### config.mk
export PLATFORM = sky130hd
export DESIGN_NAME = rstwd_ctrl
export DESIGN_NICKNAME = d
export VERILOG_FILES = /design/src/rtl/rstwd_pkg.sv /design/src/rtl/rstwd_pulse.sv /design/src/rtl/rstwd_timer.sv /design/src/rtl/rstwd_flag.sv /design/src/rtl/rstwd_ctrl.sv
export SDC_FILE = /design/constraint.sdc
export NUM_CORES = 1
export LEC_CHECK = 0
export BUFFER_PORTS_ARGS = -buffer_cell sky130_fd_sc_hd__buf_2
export CAP_MARGIN = 5
export CORE_UTILIZATION = 58
export DETAILED_ROUTE_END_ITERATION = 6
export MAX_ROUTING_LAYER = met4
export PLACE_DENSITY = 0.81
export SYNTH_ARGS = -nofsm -noshare
export SYNTH_HDL_FRONTEND = slang
export SYNTH_SLANG_ARGS = --single-unit
### constraint.sdc
create_clock -name clk -period 3.7 [get_ports clk]
set_input_delay 1.11 -clock clk [delete_from_list [all_inputs] [get_ports clk]]
set_output_delay 1.11 -clock clk [all_outputs]
set_load 0.01 [all_outputs]
### src/rtl/rstwd_pkg.sv
// Shared types for the host reset and watchdog controller.
// Assumes: all strobes are synchronous to clk and last one cycle.
package rstwd_pkg;

    // Sources that start or hold a host reset pulse.
    typedef struct packed {
        logic pwr;     // power-up event
        logic wake;    // wake-up event
        logic uv;      // supply undervoltage, level
        logic expire;  // watchdog period ran out
    } rst_cause_t;

    // Counter width able to hold values 0..n.
    function automatic int cnt_w(input int n);
        return (n < 2) ? 1 : $clog2(n + 1);
    endfunction

endpackage

### src/rtl/rstwd_pulse.sv
// Reset pulse stretcher. Any cycle with trig high holds the pulse
// active and clears the tick count. Once trig is low, the pulse ends
// after PULSE_TICKS tick cycles.
// Assumes: PULSE_TICKS >= 1; a level trigger simply re-arms every cycle.
module rstwd_pulse #(
    parameter int PULSE_TICKS = 10
) (
    input  logic clk,
    input  logic rst_n,
    input  logic tick,
    input  logic trig,
    output logic active
);
    localparam int W = rstwd_pkg::cnt_w(PULSE_TICKS);
    localparam logic [W-1:0] LAST = W'(PULSE_TICKS - 1);

    logic         active_q;
    logic [W-1:0] cnt_q;

    // Pulse state and tick count; block reset behaves as a fresh trigger.
    always_ff @(posedge clk) begin
        if (!rst_n || trig) begin
            active_q <= 1'b1;
            cnt_q    <= '0;
        end else if (active_q && tick) begin
            if (cnt_q == LAST) begin
                active_q <= 1'b0;
                cnt_q    <= '0;
            end else begin
                cnt_q <= cnt_q + 1'b1;
            end
        end
    end

    assign active = active_q;


    pulse_len_chk: assert property (@(posedge clk) disable iff (!rst_n)
        $fell(active_q) |-> ($past(tick) && $past(cnt_q) == LAST));


    uv_hold_chk: assert property (@(posedge clk) disable iff (!rst_n)
        trig |=> active_q);

endmodule

### src/rtl/rstwd_timer.sv
// Watchdog period counter. Counts tick cycles while not held.
// Clear restarts it from zero. expire is high on the tick that
// completes PERIOD_TICKS ticks.
// Assumes: hold covers both host reset and debug mode.
module rstwd_timer #(
    parameter int PERIOD_TICKS = 350
) (
    input  logic clk,
    input  logic rst_n,
    input  logic tick,
    input  logic hold,
    input  logic clear,
    output logic expire
);
    localparam int W = rstwd_pkg::cnt_w(PERIOD_TICKS);
    localparam logic [W-1:0] LAST = W'(PERIOD_TICKS - 1);

    logic [W-1:0] cnt_q;

    // Expiry when the final tick of the period arrives unheld.
    always_comb begin
        expire = !hold && tick && (cnt_q == LAST);
    end

    // Period counter: cleared on hold or clear, else advances on tick.
    always_ff @(posedge clk) begin
        if (!rst_n || hold || clear) begin
            cnt_q <= '0;
        end else if (tick) begin
            cnt_q <= cnt_q + 1'b1;
        end
    end


    period_bound_chk: assert property (@(posedge clk) disable iff (!rst_n)
        cnt_q < W'(PERIOD_TICKS));


    hold_freeze_chk: assert property (@(posedge clk) disable iff (!rst_n)
        hold |=> (cnt_q == '0));

endmodule

### src/rtl/rstwd_flag.sv
// Fault latch. Set wins over clear. The output is the latched low level.
// Assumes: clr is already qualified by the caller.
module rstwd_flag (
    input  logic clk,
    input  logic rst_n,
    input  logic set,
    input  logic clr,
    output logic low
);
    logic low_q;

    // Latch fault on set, drop it on clr, reset into the faulted state.
    always_ff @(posedge clk) begin
        if (!rst_n || set) begin
            low_q <= 1'b1;
        end else if (clr) begin
            low_q <= 1'b0;
        end
    end

    assign low = low_q;


    set_wins_chk: assert property (@(posedge clk) disable iff (!rst_n)
        set |=> low_q);

endmodule

### src/rtl/rstwd_ctrl.sv
// Host reset and watchdog fault controller (top).
// Combines the reset causes, stretches them into a host reset pulse,
// runs the watchdog period and latches the fault output.
// Assumes: tick, pwr_up, wake and wd_write are one-cycle strobes on clk.
module rstwd_ctrl #(
    parameter int PERIOD_TICKS = 350,
    parameter int PULSE_TICKS  = 10
) (
    input  logic clk,
    input  logic rst_n,
    input  logic tick,
    input  logic pwr_up,
    input  logic wake,
    input  logic supply_low,
    input  logic wd_write,
    input  logic debug_on,
    output logic host_rst_n,
    output logic wd_fault_n
);
    import rstwd_pkg::*;

    rst_cause_t cause;
    logic       trig_any;
    logic       rst_active;
    logic       expire;
    logic       wr_ok;
    logic       fault_low;

    // Gather every reset source into one trigger.
    always_comb begin
        cause.pwr    = pwr_up;
        cause.wake   = wake;
        cause.uv     = supply_low;
        cause.expire = expire;
        trig_any     = |cause;
        wr_ok        = wd_write && !rst_active;
    end

    rstwd_pulse #(.PULSE_TICKS(PULSE_TICKS)) u_pulse (
        .clk(clk), .rst_n(rst_n), .tick(tick),
        .trig(trig_any), .active(rst_active)
    );

    rstwd_timer #(.PERIOD_TICKS(PERIOD_TICKS)) u_timer (
        .clk(clk), .rst_n(rst_n), .tick(tick),
        .hold(rst_active || debug_on), .clear(trig_any || wr_ok),
        .expire(expire)
    );

    rstwd_flag u_flag (
        .clk(clk), .rst_n(rst_n), .set(trig_any),
        .clr(wr_ok), .low(fault_low)
    );

    assign host_rst_n = !rst_active;
    assign wd_fault_n = !fault_low;


    event_rst_chk: assert property (@(posedge clk) disable iff (!rst_n)
        (pwr_up || wake) |=> (!host_rst_n && !wd_fault_n));


    fault_with_rst_chk: assert property (@(posedge clk) disable iff (!rst_n)
        $fell(host_rst_n) |-> !wd_fault_n);


    write_in_rst_chk: assert property (@(posedge clk) disable iff (!rst_n)
        (wd_write && !host_rst_n) |=> !wd_fault_n);


    write_release_chk: assert property (@(posedge clk) disable iff (!rst_n)
        (wd_write && host_rst_n && !pwr_up && !wake && !supply_low && !expire)
        |=> wd_fault_n);

endmodule

==> results of run 1 <==
[report_power, final]
group	internal, uW	total, uW	switching [uW]
Sequential	161	162	0.194
Clock	40.2	94.9	54.7
Combinational	4.86	9.82	4.95
Total	207	266	59.8
[worst min-delay path by stage]
stage | startpoint | to | slack [ns]
after detailed placement | u_pulse.cnt_q[3]$_SDFFE_PP0P_ | u_pulse.cnt_q[3]$_SDFFE_PP0P_ | 0.49
after CTS | u_pulse.cnt_q[3]$_SDFFE_PP0P_ | u_pulse.cnt_q[3]$_SDFFE_PP0P_ | 0.50
final | u_pulse.cnt_q[3]$_SDFFE_PP0P_ | u_pulse.cnt_q[3]$_SDFFE_PP0P_ | 0.51
after global placement | u_pulse.cnt_q[3]$_SDFFE_PP0P_ | u_pulse.cnt_q[3]$_SDFFE_PP0P_ | 0.47
after global routing | u_pulse.cnt_q[3]$_SDFFE_PP0P_ | u_pulse.cnt_q[3]$_SDFFE_PP0P_ | 0.55
after floorplan | u_pulse.cnt_q[3]$_SDFFE_PP0P_ | u_pulse.cnt_q[3]$_SDFFE_PP0P_ | 0.46
[area by class of cell]
| cell class | count | area, um2 | share of cell area, % |
|---|---|---|---|
| clock buffer | 3 | 22.5 | 2.64 |
| clock inverter | 1 | 5.00 | 0.587 |
| inverter | 4 | 15.0 | 1.76 |
| multi-input combinational | 61 | 440 | 51.6 |
| sequential | 15 | 300 | 35.2 |
| tap | 14 | 17.5 | 2.05 |
| timing repair buffer | 10 | 52.6 | 6.16 |
[per-stage QoR]
step / hold WS (ns) / setup WS, ns / instances / instance area (um2) / power [uW]
after floorplan: 0.455 / 1.55 / 83 / 777 / 171
after global placement: 0.474 / 1.36 / 104 / 826 / 175
after detailed placement: 0.491 / 1.30 / 104 / 826 / 175
after CTS: 0.505 / 1.59 / 108 / 853 / 266
after global routing: 0.549 / 1.49 / 108 / 853 / 273
final: 0.509 / 1.58 / 108 / 853 / 266
[per-layer routing]
layer | up-vias | wire length, um | track usage (%)
li1 | 328 | - | -
met1 | 304 | 677 | 28.0
met2 | 18 | 697 | 36.7
met3 | 4 | 73 | 5.20
met4 | 0 | 22 | 12.1
met5 | - | 0 | -
[worst max-delay path: cells and delay by family]
kind	cells	cell delay (ns)
simple gates	2	0.76
compound gates	1	0.25
buf+inv	1	0.20
[placed cells by master (no fill, tap or decap), types with 2 or more instances in the layout]
master	n
xor2_1	5
a211oi_1	4
o21ai_0	5
inv_1	4
nor2_1	4
dfxtp_1	15
nand3_1	4
clkbuf_4	3
nand3b_1	2
ha_1	2
nor2b_1	2
or3_1	5
nor3_1	4
nand4_1	6
buf_2	9
nand2_1	3
a21oi_1	3
[flip-flops by register name, indices dropped and copies added, names as in the netlist]
name            cells
u_timer.cnt_q       9
u_pulse.cnt_q       4
u_flag.low          1
u_pulse.active      1
[kinds of logic (layout without fill, tap and decap cells)]
kind of cell	Yosys count	in the layout
simple gates	37	37
compound gates	16	16
flops	15	15
xor+xnor	6	6
buf+inv	7	18
fa+ha+maj	2	2
==> run_results.csv, run 1 <==
group,metric,value,unit
sta,setup_viol,0,
critical_path,cp.arrival,2.32,ns
critical_path,critical_path_class,"in2reg",
clock_network,cts_setup_buffers,0,
critical_path,r2r_end,"u_pulse.cnt_q[3]$_SDFFE_PP0P_",
global_routing,grt_max_degree,12,
synthesis,yosys.area_share.adder,3.22,%
clock_network,cts_num_sinks,15,
synthesis,ys_warn_count,0,
finish,postLayoutCoreUtil,72.9,%
placement,dp_hpwl,1.04,mm
finish,areaGrowthSynthToFinish,9.82,%
finish,fin_nets,105,
synthesis,synthDistinctLibCells,29,
synthesis,synth_top_family_by_area,"simple AND/OR/NAND/NOR gates",
critical_path,crit_start,"tick",
global_routing,grt_pass1_wl,2.30,mm
sta,slew_violations,0,
detailed_routing,dr.first_iter.drc_count,16,
detailed_routing,wl,1.47,mm
critical_path,critPathMaxStageDelay,0.45,ns
sta,skew,0.00129,ns
clock_network,cts_tree,"built",
power,powerDensity,312,nW/um2
synthesis,synthTopCellsByArea,"dfxtp_1 39%, xor2_1 5.6%, nand4_1 4.8%",
worst_hold_path,hold_depth,2,
synthesis,synth_most_common_cell,"dfxtp_1",
critical_path,r2r_start,"u_timer.cnt_q[2]$_SDFFE_PP0P_",
detailed_routing,wl_per_cell,13.6,um
detailed_routing,firstDrtPassIters,4,
synthesis,synth_xor_xnor_area_share,6.76,%
finish,drive_above_1_share,22.3,%
critical_path,required,3.90,ns
sta,fin_crit_sh,57.3,%
synthesis,synth_top_area_share,38.6,%
die,core_area,1170,um2
die,io_pins,10,
power,cellLeakagePower,0.000293,uW
status,outcome,"finished clean",
synthesis,synth.area.mux_share,0,%
detailed_routing,drc,0,
die,die_area,1490,um2
finish,antennaDiodeCount,0,
clock_network,cts.clk_slew.worst_paths,0.09,ns
critical_path,path_max_fanout,11,
synthesis,synth-edff-count,0,
sta,max-slew-margin-rel,72.6,%
synthesis,ys_seq_area_share,38.6,%
sta,max_slew.worst_pin.slew,0.411,ns
synthesis,synthSimpleGateAreaFrac,30.9,%
synthesis,synth_compound_area_share,15.8,%
placement,gp_congestion,0.829,
synthesis,synthCells,83,
detailed_routing,vias,654,
sta,max_freq,0.472,GHz
synthesis,syn_nets,93,
synthesis,synth_area,777,um2
global_routing,first_global_vias,579,
critical_path,endpoint,"u_timer.cnt_q[8]$_SDFFE_PP0P_",
die,rows,12,
power,ir_drop,0.235,mV
clock_network,h-tree-depth,1,
critical_path,end_kind,"flip-flop",
die,die_w,38.6,um
clock_network,cts_root_buf,"clkbuf_4",
clock_network,insertion_delay,0.28,ns
global_routing,grt_antenna_before_repair,0,
clock_network,cts_buffers,3,
die,fp.dieH,38.6,um
critical_path,worstRegToRegCells,3,
die,initial_utilization,66.3,%
synthesis,synth_common_cells,"15 x dfxtp_1, 6 x nand4_1, 5 x o21ai_0, 5 x or3_1, 5 x xor2_1",
critical_path,cp-start-kind,"input pin",
synthesis,synth_area_leader_cell,"dfxtp_1",
critical_path,cpMaxStageDelayCell,"or3_1",
global_routing,grt_usage,23.4,%
sta,rsz0062_at_grt,"no",
synthesis,syn_area_per_cell,9.36,um2
clock_network,cts-resized-gates,0,
synthesis,ys_seq_elements,15,
clock_network,hold_buffers,0,
global_routing,grt_overflow,0,
synthesis,async_reset_ff_share,0,%
detailed_routing,viasPerCell,6.06,
sta,timing_hold_violations_final,0,
placement,io_buffers,9,
clock_network,clock_path_buffers,2,
detailed_routing,ant_nets,0,
critical_path,path_cells,"buf_2, nand4_1, or3_1, a211oi_1",
sta,min_period,2.12,ns
sta,fin_tns_setup,0,ns
worst_hold_path,holdCritPathClass,"reg2reg",
flow_run,cap_violations,0,
critical_path,reg2reg_slack,2.14,ns
synthesis,synthFlopType,"dfxtp_1",
finish,nFillCells,83,
No activity file was read; power rests on OpenSTA's default activity.
==> run 2: changes to the inputs <==
Settings changed: CORE_UTILIZATION 58 to 49, PLACE_DENSITY 0.81 to 0.73.
Clock period 3.7 ns to 1.9 ns, I/O delays scaled along.
==> run_results.csv, run 2 (synthesis results as in run 1) <==
group,metric,value,unit
status,outcome,"finished clean",
sta,skew,0.00121,ns
worst_hold_path,min_from,"u_pulse.cnt_q[3]$_SDFFE_PP0P_",
finish,drive_above_1_share,25.3,%
finish,reg_top3,"u_timer.cnt_q (9), u_pulse.cnt_q (4)",
sta,max_freq,0.662,GHz
critical_path,path_max_fanout,7,
power,ir_drop,0.379,mV
finish,final_common_cell,"dfxtp_1",
clock_network,insertion_delay,0.28,ns
sta,max_slew.worst_pin.slew,0.365,ns
clock_network,cts-resized-gates,0,
worst_hold_path,hold_depth,2,
critical_path,r2r_start,"u_timer.cnt_q[0]$_SDFFE_PP0P_",
global_routing,grt_util_met3,4.35,%
flow_run,cap_violations,0,
clock_network,cts_buffers,3,
finish,areaGrowthSynthToFinish,14.8,%
die,rows,14,
critical_path,worstRegToRegCells,4,
die,fp.dieH,41.8,um
clock_network,cts_root_buf,"clkbuf_4",
detailed_routing,firstDrtPassIters,4,
sta,fin_crit_sh,79.5,%
detailed_routing,wl,1.48,mm
placement,dp_hpwl,1.13,mm
global_routing,met2_usage,30.3,%
critical_path,path_cells,"inv_1, buf_2",
critical_path,cp.arrival,0.94,ns
global_routing,first_global_vias,599,
critical_path,cpMaxStageDelayCell,"dfxtp_1",
worst_hold_path,holdCritPathClass,"reg2reg",
sta,slew_violations,0,
sta,fin_tns_setup,0,ns
global_routing,grt_pass1_wl,2.55,mm
sta,holdWs,0.500,ns
critical_path,critical_path_class,"reg2out",
critical_path,end_kind,"output pin",
critical_path,required,1.33,ns
critical_path,critPathMaxStageDelay,0.44,ns
detailed_routing,drc,0,
clock_network,cts_setup_buffers,0,
global_routing,grt_antenna_before_repair,0,
die,die_w,41.8,um
detailed_routing,vias,658,
clock_network,cts_tree,"built",
critical_path,r2r_end,"u_timer.cnt_q[6]$_SDFFE_PP0P_",
global_routing,grt_busiest_layer,"met2",
clock_network,clock_path_buffers,2,
critical_path,cp-start-kind,"flip-flop",
detailed_routing,dr.first_iter.drc_count,13,
clock_network,h-tree-depth,1,
die,io_pins,10,
sta,rsz0062_at_grt,"no",
worst_hold_path,worstHoldEndpoint,"u_pulse.cnt_q[3]$_SDFFE_PP0P_",
finish,final_cell_mix,"15 x dfxtp_1, 9 x buf_2, 6 x nand4_1, 6 x buf_4",
die,die_area,1750,um2
detailed_routing,ant_nets,0,
sta,setup_viol,0,
detailed_routing,wl_per_cell,12.9,um
detailed_routing,viasPerCell,5.72,
sta,timing_hold_violations_final,0,
placement,io_buffers,9,
clock_network,cts_num_sinks,15,
finish,antennaDiodeCount,0,
global_routing,grt_overflow,0,
placement,gp_congestion,0.767,
power,power,522,uW
sta,max-slew-margin-rel,75.3,%
sta,min_period,1.51,ns
global_routing,grt_util_met1,24.6,%
finish,fin_nets,110,
power,powerDensity,585,nW/um2
global_routing,grt_usage,19.8,%
finish,largest_register_ffs,9,
die,initial_utilization,52.2,%
critical_path,crit_start,"u_pulse.active$_SDFFE_PP1P_",
finish,top_register,"u_timer.cnt_q",
critical_path,reg2reg_slack,0.41,ns
power,cellLeakagePower,0.000315,uW
die,core_area,1490,um2
clock_network,hold_buffers,0,
global_routing,grt_max_degree,10,
clock_network,cts.clk_slew.worst_paths,0.09,ns
## run 2: worst max-delay path, delay by kind of cell (launching register included)
kind / cells / cell delay, ns
flops: 1 / 0.44
buf+inv: 2 / 0.22
## run 2: layout make-up
type                    count  area (um2)
multi-input cells          61         440
inverters                   4        15.0
flip-flops and latches     15         300
fillers                   122         597
clock buffers               4        26.3
well taps                  16        20.0
repair buffers             15        90.1
## run 2: where the power goes
| group | leakage [uW] | internal [uW] | switching (uW) |
|---|---|---|---|
| clock | 0.0000150 | 81.6 | 104 |
| combinational | 0.000179 | 11.5 | 10.5 |
| sequential | 0.000121 | 314 | 0.380 |
## run 2: through the flow
step                      util [%]  cells  setup WS (ns)  instance area [um2]
after floorplan                  -     83          0.291                  777
after global placement        58.2    111          0.190                  866
after detailed placement      58.2    111          0.153                  866
after CTS                     59.9    115          0.385                  892
after global routing          59.9    115          0.295                  892
final                         59.9    115          0.390                  892
## run 2: how the worst max path moves through the flow
stage          cells past startpoint  slack (ns)                       endpoint
3_5_place_dp                       4        0.15  u_timer.cnt_q[1]$_SDFFE_PP0P_
5_1_grt                            4        0.29  u_timer.cnt_q[8]$_SDFFE_PP0P_
4_1_cts                            2        0.39                     host_rst_n
6_report                           2        0.39                     host_rst_n
3_3_place_gp                       4        0.19  u_pulse.cnt_q[0]$_SDFFE_PP0P_
2_1_floorplan                      4        0.29    u_pulse.active$_SDFFE_PP1P_
## run 2: routing by layer
layer	up-vias	wire length, um
li1	339	-
met1	303	763
met2	14	653
met3	2	49
met4	0	14
met5	-	0
